[src/rtl/cmdseq_pkg.sv]
package cmdseq_pkg;
  localparam int STAT_W    = 64;
  localparam int ST_BUSY   = 63;
  localparam int ST_DONE   = 62;
  localparam int ST_HUNG   = 61;
  localparam int ST_FAIL_L = 58;
  localparam int FAIL_W    = 3;

  localparam int CS_W      = 4;
  localparam int CKE_LSB   = 4;
  localparam int CKE_W     = 2;

  localparam int DLY_LSB   = 0;
  localparam int DLY_W     = 16;
  localparam int RPT_LSB   = 16;
  localparam int RPT_W     = 8;
  localparam int NXT_LSB   = 24;
  localparam int END_BIT   = 32;

  typedef enum logic [1:0] {
    S_IDLE  = 2'd0,
    S_ISSUE = 2'd1,
    S_WAIT  = 2'd2
  } seq_state_e;
endpackage

[src/rtl/cmdseq_array.sv]
module cmdseq_array #(
  parameter int SLOTS  = 32,
  parameter int WORD_W = 64,
  localparam int IDX_W = $clog2(SLOTS)
) (
  input  logic              clk,
  input  logic              wr_cmd_en,
  input  logic              wr_ctl_en,
  input  logic [IDX_W-1:0]  wr_idx,
  input  logic [WORD_W-1:0] wr_data,
  input  logic [IDX_W-1:0]  rd_idx,
  output logic [WORD_W-1:0] rd_cmd,
  output logic [WORD_W-1:0] rd_ctl
);
  logic [WORD_W-1:0] cmd_mem [SLOTS];
  logic [WORD_W-1:0] ctl_mem [SLOTS];

  always_ff @(posedge clk) begin
    if (wr_cmd_en) cmd_mem[wr_idx] <= wr_data;
    if (wr_ctl_en) ctl_mem[wr_idx] <= wr_data;
  end

  assign rd_cmd = cmd_mem[rd_idx];
  assign rd_ctl = ctl_mem[rd_idx];
endmodule

[src/rtl/cmdseq_wait.sv]
module cmdseq_wait
  import cmdseq_pkg::*;
(
  input  logic             clk,
  input  logic             rst_n,
  input  logic             load_i,
  input  logic [DLY_W-1:0] dly_i,
  input  logic [RPT_W-1:0] rpt_i,
  input  logic             run_i,
  output logic             last_o
);
  logic [DLY_W-1:0] dly_q, dly_d, rl_q, rl_d;
  logic [RPT_W-1:0] rpt_q, rpt_d;

  always_comb begin
    dly_d = dly_q;
    rpt_d = rpt_q;
    rl_d  = rl_q;
    if (load_i) begin
      dly_d = dly_i;
      rpt_d = rpt_i;
      rl_d  = dly_i;
    end else if (run_i) begin
      if (dly_q == DLY_W'(1)) begin
        if (rpt_q != '0) begin
          rpt_d = rpt_q - RPT_W'(1);
          dly_d = rl_q;
        end
      end else begin
        dly_d = dly_q - DLY_W'(1);
      end
    end
  end

  always_ff @(posedge clk or negedge rst_n) begin
    if (!rst_n) begin
      dly_q <= '0;
      rpt_q <= '0;
      rl_q  <= '0;
    end else if (load_i || run_i) begin
      dly_q <= dly_d;
      rpt_q <= rpt_d;
      rl_q  <= rl_d;
    end
  end

  assign last_o = (dly_q == DLY_W'(1)) && (rpt_q == '0);

  AST_WAIT_NONZERO: assert property (@(posedge clk) disable iff (!rst_n)
    run_i |-> (dly_q != '0));
endmodule

[src/rtl/cmdseq_cs_map.sv]
module cmdseq_cs_map
  import cmdseq_pkg::*;
(
  input  logic            quad_i,
  input  logic [CS_W-1:0] field_i,
  output logic [CS_W-1:0] cs_n_o
);
  always_comb begin
    if (!quad_i)         cs_n_o = field_i;
    else if (field_i[2]) cs_n_o = '1;
    else                 cs_n_o = ~(CS_W'(1) << field_i[1:0]);
  end
endmodule

[src/rtl/cmdseq_engine.sv]
module cmdseq_engine
  import cmdseq_pkg::*;
#(
  parameter int SLOTS  = 32,
  parameter int WORD_W = 64,
  parameter int NPORTS = 4,
  parameter int WD_W   = 32,
  localparam int IDX_W  = $clog2(SLOTS),
  localparam int PORT_W = $clog2(NPORTS),
  localparam int ADDR_W = IDX_W + 2
) (
  input  logic              clk,
  input  logic              rst_n,
  input  logic              wr_en,
  input  logic [ADDR_W-1:0] wr_addr,
  input  logic [WORD_W-1:0] wr_data,
  input  logic [FAIL_W-1:0] fail_i,
  output logic [WORD_W-1:0] cmd_o,
  output logic [CS_W-1:0]   cs_n_o,
  output logic [CKE_W-1:0]  cke_o,
  output logic [NPORTS-1:0] cmd_valid_o,
  output logic [STAT_W-1:0] status_o
);
  // address decode
  logic sel_cmd, sel_ctl, sel_reg;
  logic reg_ctrl, reg_port, reg_wd, reg_quad;
  logic ctrl_start, ctrl_stop;

  assign sel_cmd  = wr_en && (wr_addr[ADDR_W-1:IDX_W] == 2'b00);
  assign sel_ctl  = wr_en && (wr_addr[ADDR_W-1:IDX_W] == 2'b01);
  assign sel_reg  = wr_en && (wr_addr[ADDR_W-1:IDX_W] == 2'b10);
  assign reg_ctrl = sel_reg && (wr_addr[IDX_W-1:0] == IDX_W'(0));
  assign reg_port = sel_reg && (wr_addr[IDX_W-1:0] == IDX_W'(1));
  assign reg_wd   = sel_reg && (wr_addr[IDX_W-1:0] == IDX_W'(2));
  assign reg_quad = sel_reg && (wr_addr[IDX_W-1:0] == IDX_W'(3));
  assign ctrl_start = reg_ctrl && wr_data[0];
  assign ctrl_stop  = reg_ctrl && wr_data[1];

  // state
  seq_state_e        state_q, state_d;
  logic [IDX_W-1:0]  pc_q, pc_d;
  logic              busy_q, busy_d, done_q, done_d, hung_q, hung_d;
  logic [FAIL_W-1:0] fail_q, fail_d;
  logic [WORD_W-1:0] cmd_q, cmd_d;
  logic [CS_W-1:0]   cs_q, cs_d;
  logic [CKE_W-1:0]  cke_q, cke_d;
  logic [NPORTS-1:0] vld_q, vld_d;
  logic [PORT_W-1:0] port_q;
  logic              quad_q;
  logic [WD_W-1:0]   wd_lim_q, wd_cnt_q, wd_cnt_d;

  logic [WORD_W-1:0] slot_cmd, slot_ctl;
  logic [CS_W-1:0]   mapped_cs;
  logic              wait_load, wait_last;
  logic [DLY_W-1:0]  slot_dly;
  logic [RPT_W-1:0]  slot_rpt;
  logic [IDX_W-1:0]  slot_nxt;
  logic              slot_end;
  logic              wd_expire;

  cmdseq_array #(.SLOTS(SLOTS), .WORD_W(WORD_W)) u_array (
    .clk       (clk),
    .wr_cmd_en (sel_cmd),
    .wr_ctl_en (sel_ctl),
    .wr_idx    (wr_addr[IDX_W-1:0]),
    .wr_data   (wr_data),
    .rd_idx    (pc_q),
    .rd_cmd    (slot_cmd),
    .rd_ctl    (slot_ctl)
  );

  assign slot_dly = slot_ctl[DLY_LSB +: DLY_W];
  assign slot_rpt = slot_ctl[RPT_LSB +: RPT_W];
  assign slot_nxt = slot_ctl[NXT_LSB +: IDX_W];
  assign slot_end = slot_ctl[END_BIT];

  logic unused_ctl;
  assign unused_ctl = ^{slot_ctl[WORD_W-1:END_BIT+1], slot_ctl[END_BIT-1:NXT_LSB+IDX_W]};

  cmdseq_cs_map u_csmap (
    .quad_i  (quad_q),
    .field_i (slot_cmd[CS_W-1:0]),
    .cs_n_o  (mapped_cs)
  );

  cmdseq_wait u_wait (
    .clk    (clk),
    .rst_n  (rst_n),
    .load_i (wait_load),
    .dly_i  (slot_dly),
    .rpt_i  (slot_rpt),
    .run_i  (state_q == S_WAIT),
    .last_o (wait_last)
  );

  assign wd_expire = busy_q && (wd_lim_q != '0) && (wd_cnt_q == wd_lim_q);

  // next state
  always_comb begin
    state_d   = state_q;
    pc_d      = pc_q;
    busy_d    = busy_q;
    done_d    = done_q;
    hung_d    = hung_q;
    fail_d    = fail_q;
    cmd_d     = cmd_q;
    cs_d      = '1;
    cke_d     = cke_q;
    vld_d     = '0;
    wait_load = 1'b0;
    wd_cnt_d  = busy_q ? wd_cnt_q + WD_W'(1) : wd_cnt_q;

    if (busy_q && ctrl_stop) begin
      state_d = S_IDLE;
      busy_d  = 1'b0;
    end else if (busy_q && (fail_i != '0)) begin
      state_d = S_IDLE;
      busy_d  = 1'b0;
      done_d  = 1'b1;
      fail_d  = fail_i;
    end else if (wd_expire) begin
      state_d = S_IDLE;
      busy_d  = 1'b0;
      hung_d  = 1'b1;
    end else begin
      unique case (state_q)
        S_IDLE: begin
          if (ctrl_start) begin
            state_d  = S_ISSUE;
            pc_d     = '0;
            busy_d   = 1'b1;
            done_d   = 1'b0;
            hung_d   = 1'b0;
            fail_d   = '0;
            wd_cnt_d = '0;
          end
        end
        S_ISSUE: begin
          vld_d         = '0;
          vld_d[port_q] = 1'b1;
          cmd_d         = slot_cmd;
          if (slot_end) begin
            state_d = S_IDLE;
            busy_d  = 1'b0;
            done_d  = 1'b1;
          end else begin
            cs_d  = mapped_cs;
            cke_d = slot_cmd[CKE_LSB +: CKE_W];
            pc_d  = slot_nxt;
            if (slot_dly == '0) begin
              state_d = S_ISSUE;
            end else begin
              state_d   = S_WAIT;
              wait_load = 1'b1;
            end
          end
        end
        S_WAIT: begin
          if (wait_last) state_d = S_ISSUE;
        end
        default: state_d = S_IDLE;
      endcase
    end
  end

  // registers
  always_ff @(posedge clk or negedge rst_n) begin
    if (!rst_n) begin
      state_q  <= S_IDLE;
      pc_q     <= '0;
      busy_q   <= 1'b0;
      done_q   <= 1'b0;
      hung_q   <= 1'b0;
      fail_q   <= '0;
      cmd_q    <= '0;
      cs_q     <= '1;
      cke_q    <= '0;
      vld_q    <= '0;
      wd_cnt_q <= '0;
    end else begin
      state_q  <= state_d;
      pc_q     <= pc_d;
      busy_q   <= busy_d;
      done_q   <= done_d;
      hung_q   <= hung_d;
      fail_q   <= fail_d;
      cmd_q    <= cmd_d;
      cs_q     <= cs_d;
      cke_q    <= cke_d;
      vld_q    <= vld_d;
      wd_cnt_q <= wd_cnt_d;
    end
  end

  always_ff @(posedge clk or negedge rst_n) begin
    if (!rst_n) begin
      port_q   <= '0;
      quad_q   <= 1'b0;
      wd_lim_q <= '0;
    end else begin
      if (reg_port) port_q   <= wr_data[PORT_W-1:0];
      if (reg_quad) quad_q   <= wr_data[0];
      if (reg_wd)   wd_lim_q <= wr_data[WD_W-1:0];
    end
  end

  assign cmd_o       = cmd_q;
  assign cs_n_o      = cs_q;
  assign cke_o       = cke_q;
  assign cmd_valid_o = vld_q;
  always_comb begin
    status_o = '0;
    status_o[ST_BUSY] = busy_q;
    status_o[ST_DONE] = done_q;
    status_o[ST_HUNG] = hung_q;
    status_o[ST_FAIL_L +: FAIL_W] = fail_q;
  end

  AST_ONE_PORT: assert property (@(posedge clk) disable iff (!rst_n)
    $onehot0(cmd_valid_o));
  AST_IDLE_DESELECT: assert property (@(posedge clk) disable iff (!rst_n)
    (cmd_valid_o == '0) |-> (cs_n_o == '1));
  AST_DONE_NOT_BUSY: assert property (@(posedge clk) disable iff (!rst_n)
    status_o[ST_DONE] |-> !status_o[ST_BUSY]);
  AST_FAIL_WITH_DONE: assert property (@(posedge clk) disable iff (!rst_n)
    (status_o[ST_FAIL_L +: FAIL_W] != '0) |-> status_o[ST_DONE]);
  AST_STOP_TO_IDLE: assert property (@(posedge clk) disable iff (!rst_n)
    (busy_q && ctrl_stop) |=> (!status_o[ST_BUSY] && !status_o[ST_DONE]));
  AST_HUNG_STOPS: assert property (@(posedge clk) disable iff (!rst_n)
    status_o[ST_HUNG] |-> !status_o[ST_BUSY]);
  AST_QUAD_SINGLE: assert property (@(posedge clk) disable iff (!rst_n)
    ((cmd_valid_o != '0) && quad_q && $stable(quad_q)) |-> ($countones(~cs_n_o) <= 1));
endmodule

[config.mk]
export PLATFORM = sky130hd
export DESIGN_NAME = cmdseq_engine
export DESIGN_NICKNAME = d
export VERILOG_FILES = /design/src/rtl/cmdseq_pkg.sv /design/src/rtl/cmdseq_array.sv /design/src/rtl/cmdseq_wait.sv /design/src/rtl/cmdseq_cs_map.sv /design/src/rtl/cmdseq_engine.sv
export SDC_FILE = /design/constraint.sdc
export NUM_CORES = 2
export LEC_CHECK = 0
export BUFFER_PORTS_ARGS = -buffer_cell sky130_fd_sc_hd__buf_2
export CAP_MARGIN = 10
export CORE_MARGIN = 2
export CORE_UTILIZATION = 55
export DETAILED_ROUTE_END_ITERATION = 12
export PLACE_DENSITY = 0.74
export SYNTH_ARGS = -nofsm -noshare
export SYNTH_HDL_FRONTEND = slang
export SYNTH_SLANG_ARGS = --single-unit
[constraint.sdc]
create_clock -name clk -period 7.2 [get_ports clk]
set_input_delay 1.44 -clock clk [delete_from_list [all_inputs] [get_ports clk]]
set_output_delay 1.44 -clock clk [all_outputs]
set_load 0.02 [all_outputs]
# Word-level counts from Yosys, hierarchy flattened
# Memories as Yosys holds them, arrays and structs flattened.
# Cells that the tools add are included.
# op_classes
n_shift	1
n_eq_ne	18
bitwise	5
n_addsub	3
n_lt_le_gt_ge	2
mux	65
reduce_logical	45
# op_table
operator	count
$mux W32	6
$mux W16	4
$mux W4	11
$add A32 B1 Y32 const B	1
$eq A32 B32 Y1	1
$mux W8	4
$reduce_bool A32 Y1	1
$mux W1	22
$eq A16 B1 Y1 const B	1
$logic_not A16 Y1	1
$reduce_and A4 Y1	4
$reduce_bool A2 Y1	8
$sub A16 B1 Y16 const B	1
$logic_and A1 B1 Y1	15
$ne A5 B5 Y1 const B	3
$mux W2	7
$mux W3	4
$eq A5 B2 Y1 const B	2
$mux W5	2
$pmux W5 S2	1
$reduce_and A5 Y1	2
$logic_not A8 Y1	1
$reduce_bool A8 Y1	1
$sub A8 B1 Y8 const B	1
other kinds (23)	35
# totals
ram_bits	4096
out_inout_bits	138
wordCells	158
regBits	194
n_memories	2
inputBits	77
# memory_table
name	depth	width	rd	rd_ports_with_merged_regs	write_ports	line_no	source
u_array.cmd_mem	32	64	1	0	1	cmdseq_array.sv:15	logic [WORD_W-1:0] cmd_mem [SLOTS];
u_array.ctl_mem	32	64	1	0	1	cmdseq_array.sv:16	logic [WORD_W-1:0] ctl_mem [SLOTS];

# Depth between registers and ports, before layout
# An unclocked memory read counts as a cell.
# logic_depth
word_depth	10
mapped_depth	16
ltp_nobuf	10

# By module
# Synthesis repeated with hierarchy kept, for this count alone.
# hier_totals
hier_cells	7212
area_unflattened_um2	164302.6
# modules_own_cells
module	seq_area_each_um2	cells_each	area_per_inst_um2	n_inst
cmdseq_array	122998.0	6352	154449.4	1
cmdseq_engine	3858.7	594	7449.6	1
cmdseq_wait	1001.0	258	2352.3	1
cmdseq_cs_map	0.0	8	51.3	1

# Least setup slack after synthesis
# Ideal clock, no wire load.
# synth_timing
path_kind	in2reg
startpoint	input wr_addr[3]
endpoint	memory u_array.cmd_mem[10][0], enable pin
t_arrival_ps	4958
path_buffers	2
required_ps	6714
cell_stages	4
setup_ps	486
path_slack_ps	1755
path_cell_list	clkbuf_1 or3b_2 clkbuf_1 nor2_1
# synth_lines
element	line_no	source
start: declaration	cmdseq_engine.sv:15	input logic [ADDR_W-1:0] wr_addr,
end: declaration	cmdseq_array.sv:15	
# No word-level cell before the write port.

# Worst setup path in the final report
# layout_timing
startpoint	register pc_q[1]
endpoint	register u_wait.dly_q[2]
# layout_via
elab_chain_cells	10
word_cells_on_any_way	13
classes_between	eq/ne: 1; mux: 7; reduce/logical: 4; memory: 1
# layout_lines
element	line_no	source
start: declaration	cmdseq_engine.sv:41	logic [IDX_W-1:0] pc_q, pc_d;
start signal: assignment	cmdseq_engine.sv:182	pc_q <= pc_d;
$mem_v2 Z32 W64 *	-	
$logic_not A16 Y1	cmdseq_engine.sv:150	if (slot_dly == '0) begin
$mux W1	cmdseq_engine.sv:150	
$mux W1	cmdseq_engine.sv:142	if (slot_end) begin
$mux W1	cmdseq_engine.sv:126	unique case (state_q)
$mux W1	cmdseq_engine.sv:121	end else if (wd_expire) begin
$mux W1	cmdseq_engine.sv:116	end else if (busy_q && (fail_i != '0)) begin
$mux W1	cmdseq_engine.sv:113	if (busy_q && ctrl_stop) begin
$ne A3 B2 Y1 (no source line), or another cell as far along	-	
$reduce_and A3 Y1 (no source line)	-	
end signal: assignment	cmdseq_wait.sv:41	dly_q <= dly_d;
end: declaration	cmdseq_wait.sv:12	logic [DLY_W-1:0] dly_q, dly_d, rl_q, rl_d;
# Every way passes the cells marked *; elsewhere a longest branch is shown, timed or not.
# A chain may end at the register's enable or synchronous reset.

==> summary.md <==
| Metric | Value |
|---|---|
| CP Class | `reg2reg` |
| Sequential share of power | `53.8%` |
| Postcts setup bufs | `0` |
| Layout cells sized above 1 | `29.1%` |
| Most frequent cells in the layout | `edfxtp_1, mux4_2, clkbuf_16` |
| Cells after Synth | `5450` |
| Die width | `478 µm` |
| Synthesized area | `123000 µm²` |
| Placer Congestion | `0.826` |
| CTS tree | `yes` |
| Synthesis-to-layout area growth | `12.8%` |
| Power Internal | `30700 µW` |
| Final period util | `65.2%` |
| Gr ovfl total | `0` |
| Sink Count | `3202` |
| Startpoint Class | `flop` |
| Worst Path Required | `8.04 ns` |
| Die Ht | `478 µm` |
| Die ar. | `228000 µm²` |
| Clk pwr share | `44.7%` |
| First-pass GRT wire length | `436000 µm` |
| CP endpoint | `u_wait.dly_q[2]` |
| Crit-path max FO | `55` |
| R2R Setup Slk | `2.50 ns` |
| R2R cell count | `8` |
| Final TNS setup | `0 ns` |
| Worst-Margin Slew | `1.25 ns` |
| Bufs on Longest Clock Path | `4` |
| Layout Nets | `5900` |
| Worst skew pair latency | `0.95 ns` |
| Final Max Tran Viols | `0` |
| Starting Density | `55.4%` |
| Slew margin rel. | `16.5%` |
| VDD IR max | `280 µV` |
| Final Skew | `0.0613 ns` |
| Vias/cell | `6.60` |
| Vias in the first global route | `60600` |
| Avg WL per Cell | `33.6 µm` |
| Comb pwr share | `1.5%` |
| Core area | `223000 µm²` |
| Psw | `7450 µW` |
| Max Cap Viol | `0` |
| Post-synth EDFFs | `3008` |
| Final setup violation count | `0` |
| Final wirelength | `304000 µm` |
| Leakage power | `0.0456 µW` |
| Post-layout minimum cycle time | `4.70 ns` |
| Worst Setup SP | `pc_q[1]` |
| CTS clk-pin slew, worst paths | `0.06 ns` |
| Initial antenna violation count | `11` |
| Avg Cell Area, Syn | `22.6 µm²` |
| Pre-Repair DR Iteration Count | `6` |
| Fin area | `139000 µm²` |
| Vias | `59700` |
| Status | `finished clean` |
| Hold Path Class | `reg2reg` |
| Post-synth cell types | `68` |
| GRT Total Usage | `26.6%` |
| Sequential area share after synthesis | `77.1%` |
| Clk root buf | `clkbuf_16` |
| Asr flop ratio synth | `6.06%` |
| Synth Register Bits | `3202` |
| Final ANT Viol Nets | `0` |
| Critical Path End Type | `flop` |
| Post-route DRC | `0` |
| P per Cell Area | `274 nW/µm²` |
| Arr. time, crit path | `5.54 ns` |
| Sw Share | `19.5%` |
| DRT iter0 DRCs | `8587` |
| Num CTS Buffers | `329` |
| Final hold violations | `0` |
| Most used DFF post-synth | `edfxtp_1` |
| Most common cell after layout, fill and taps aside | `edfxtp_1` |
| Reg2reg start | `pc_q[1]` |
| RSZ-0062 raised after global routing | `no` |
| Hold path depth | `1` |
| PortBufs | `156` |
| CTS resizes | `0` |
| Row count | `173` |
| Filler Cell Count | `14300` |
| H-tree depth | `5` |
| Io pins | `215` |
| Placement Cell Area | `128000 µm²` |
| CTS hold repair buffers | `0` |
| Hpwl dp | `155000 µm` |
| R2r endpoint | `u_wait.dly_q[2]` |
| Fmax | `213 MHz` |
| Total of warnings raised by yosys | `0` |
| Largest net degree at the start of global routing | `130` |
[worst min-delay path by stage]
stage / to / start
2_1_floorplan: cmd_valid_o[1] / port_q[1]
3_3_place_gp: u_wait.rl_q[11] / u_wait.rl_q[11]
3_5_place_dp: u_wait.rl_q[14] / u_wait.rl_q[14]
4_1_cts: u_wait.rl_q[14] / u_wait.rl_q[14]
5_1_grt: u_wait.rl_q[14] / u_wait.rl_q[14]
6_report: u_wait.rl_q[2] / u_wait.rl_q[2]
[critical path, cell delays in order, from the launching register on]
cell,delay [ns]
dfrtp_4,1.05
buf_4,0.70
mux4_1,0.64
mux4_2,0.52
mux2i_1,0.27
and4_1,0.24
nand4_2,0.17
o21ai_4,0.64
a311o_1,0.30
[registers in the layout, summed over array words and instances (netlist names)]
| signal | flops |
|---|---|
| wd_cnt_q | 32 |
| cs_n_o | 4 |
| hung_q | 1 |
| u_wait.rpt_q | 8 |
| done_q | 1 |
| cmd_valid_o | 4 |
| quad_q | 1 |
| wd_lim_q | 32 |
| state_q | 2 |
| busy_q | 1 |
| cke_o | 2 |
| fail_q | 3 |
| cmd_o | 64 |
| u_wait.rl_q | 16 |
| pc_q | 5 |
| u_wait.dly_q | 16 |
| u_array.cmd_mem | 2048 |
| port_q | 2 |
| u_array.ctl_mem | 960 |
[layout make-up]
type,instances,area (µm²),share of cell area [%]
Antenna cell,4,10.0,0.00719
Clock buffer,437,9080,6.53
Sequential cell,3202,95200,68.4
Inverter,13,48.8,0.0351
Tap cell,2975,3720,2.67
Timing Repair Buffer,315,2400,1.72
Multi-Input combinational cell,1958,27100,19.5
Clock inverter,144,1630,1.17
[synthesized netlist by cell type, drive strengths merged (5+ instances only)]
| master | n | area share, % |
|---|---|---|
| o22ai | 8 | 0.041 |
| xnor2 | 21 | 0.15 |
| nand3 | 43 | 0.17 |
| a311o | 11 | 0.089 |
| a21oi | 89 | 0.36 |
| nor2 | 220 | 0.67 |
| nand2 | 69 | 0.21 |
| nor4 | 21 | 0.12 |
| and3 | 17 | 0.086 |
| nand4 | 15 | 0.081 |
| mux4 | 851 | 16 |
| nand3b | 6 | 0.036 |
| edfxtp | 3008 | 73 |
| nor2b | 24 | 0.12 |
| a22oi | 51 | 0.31 |
| a211oi | 16 | 0.10 |
| mux2i | 206 | 1.7 |
| xor2 | 56 | 0.40 |
| o21ai | 30 | 0.13 |
| inv | 13 | 0.040 |
| nand2b | 8 | 0.041 |
| mux2 | 52 | 0.47 |
| nor3 | 13 | 0.053 |
| clkbuf | 80 | 0.24 |
| a21o | 11 | 0.067 |
| dfrtp | 190 | 3.9 |
| or4 | 5 | 0.030 |
| buf | 254 | 1.2 |
[logic make-up (layout without fill, tap and decap cells)]
family	count (synthesis)	in the layout	synth area share, %
other cells	1	62	0.00304
buf+inv	347	909	1.52
simple gates	464	464	1.76
flops	3202	3202	77.1
compound gates	246	246	1.31
xor+xnor	77	77	0.546
fa+ha+maj	4	4	0.0406
mux	1109	1109	17.7
[metrics by stage]
stage	setup WS, ns	hold WS, ns	total power (µW)	utilization, %	instances
3_3_place_gp	2.15	0.456	21400	57.6	8458
4_1_cts	2.54	0.479	38300	62.4	9039
5_1_grt	2.33	0.502	39000	62.5	9045
2_1_floorplan	1.76	0.442	21100	-	5507
3_5_place_dp	2.17	0.465	21500	57.6	8458
6_report	2.50	0.481	38200	62.5	9048
[power groups by stage]
stage | Clock, µW | Combinational, µW | Sequential [µW]
after floorplan | 0 | 201 | 20900
after global placement | 0 | 532 | 20900
after detailed placement | 0 | 560 | 20900
after CTS | 17200 | 562 | 20500
after global routing | 17900 | 619 | 20500
final | 17000 | 571 | 20500
[metal layers]
metal | part of all wire, % | routed length (µm) | GRT usage, % | vias up
li1 | - | - | - | 23500
met1 | 37 | 114000 | 37.2 | 31900
met2 | 51 | 154000 | 43.9 | 3723
met3 | 8.8 | 26800 | 4.11 | 581
met4 | 3.0 | 9140 | 8.00 | 6
met5 | 0.0099 | 30 | 0 | -
No activity file was read; power rests on OpenSTA's default activity.
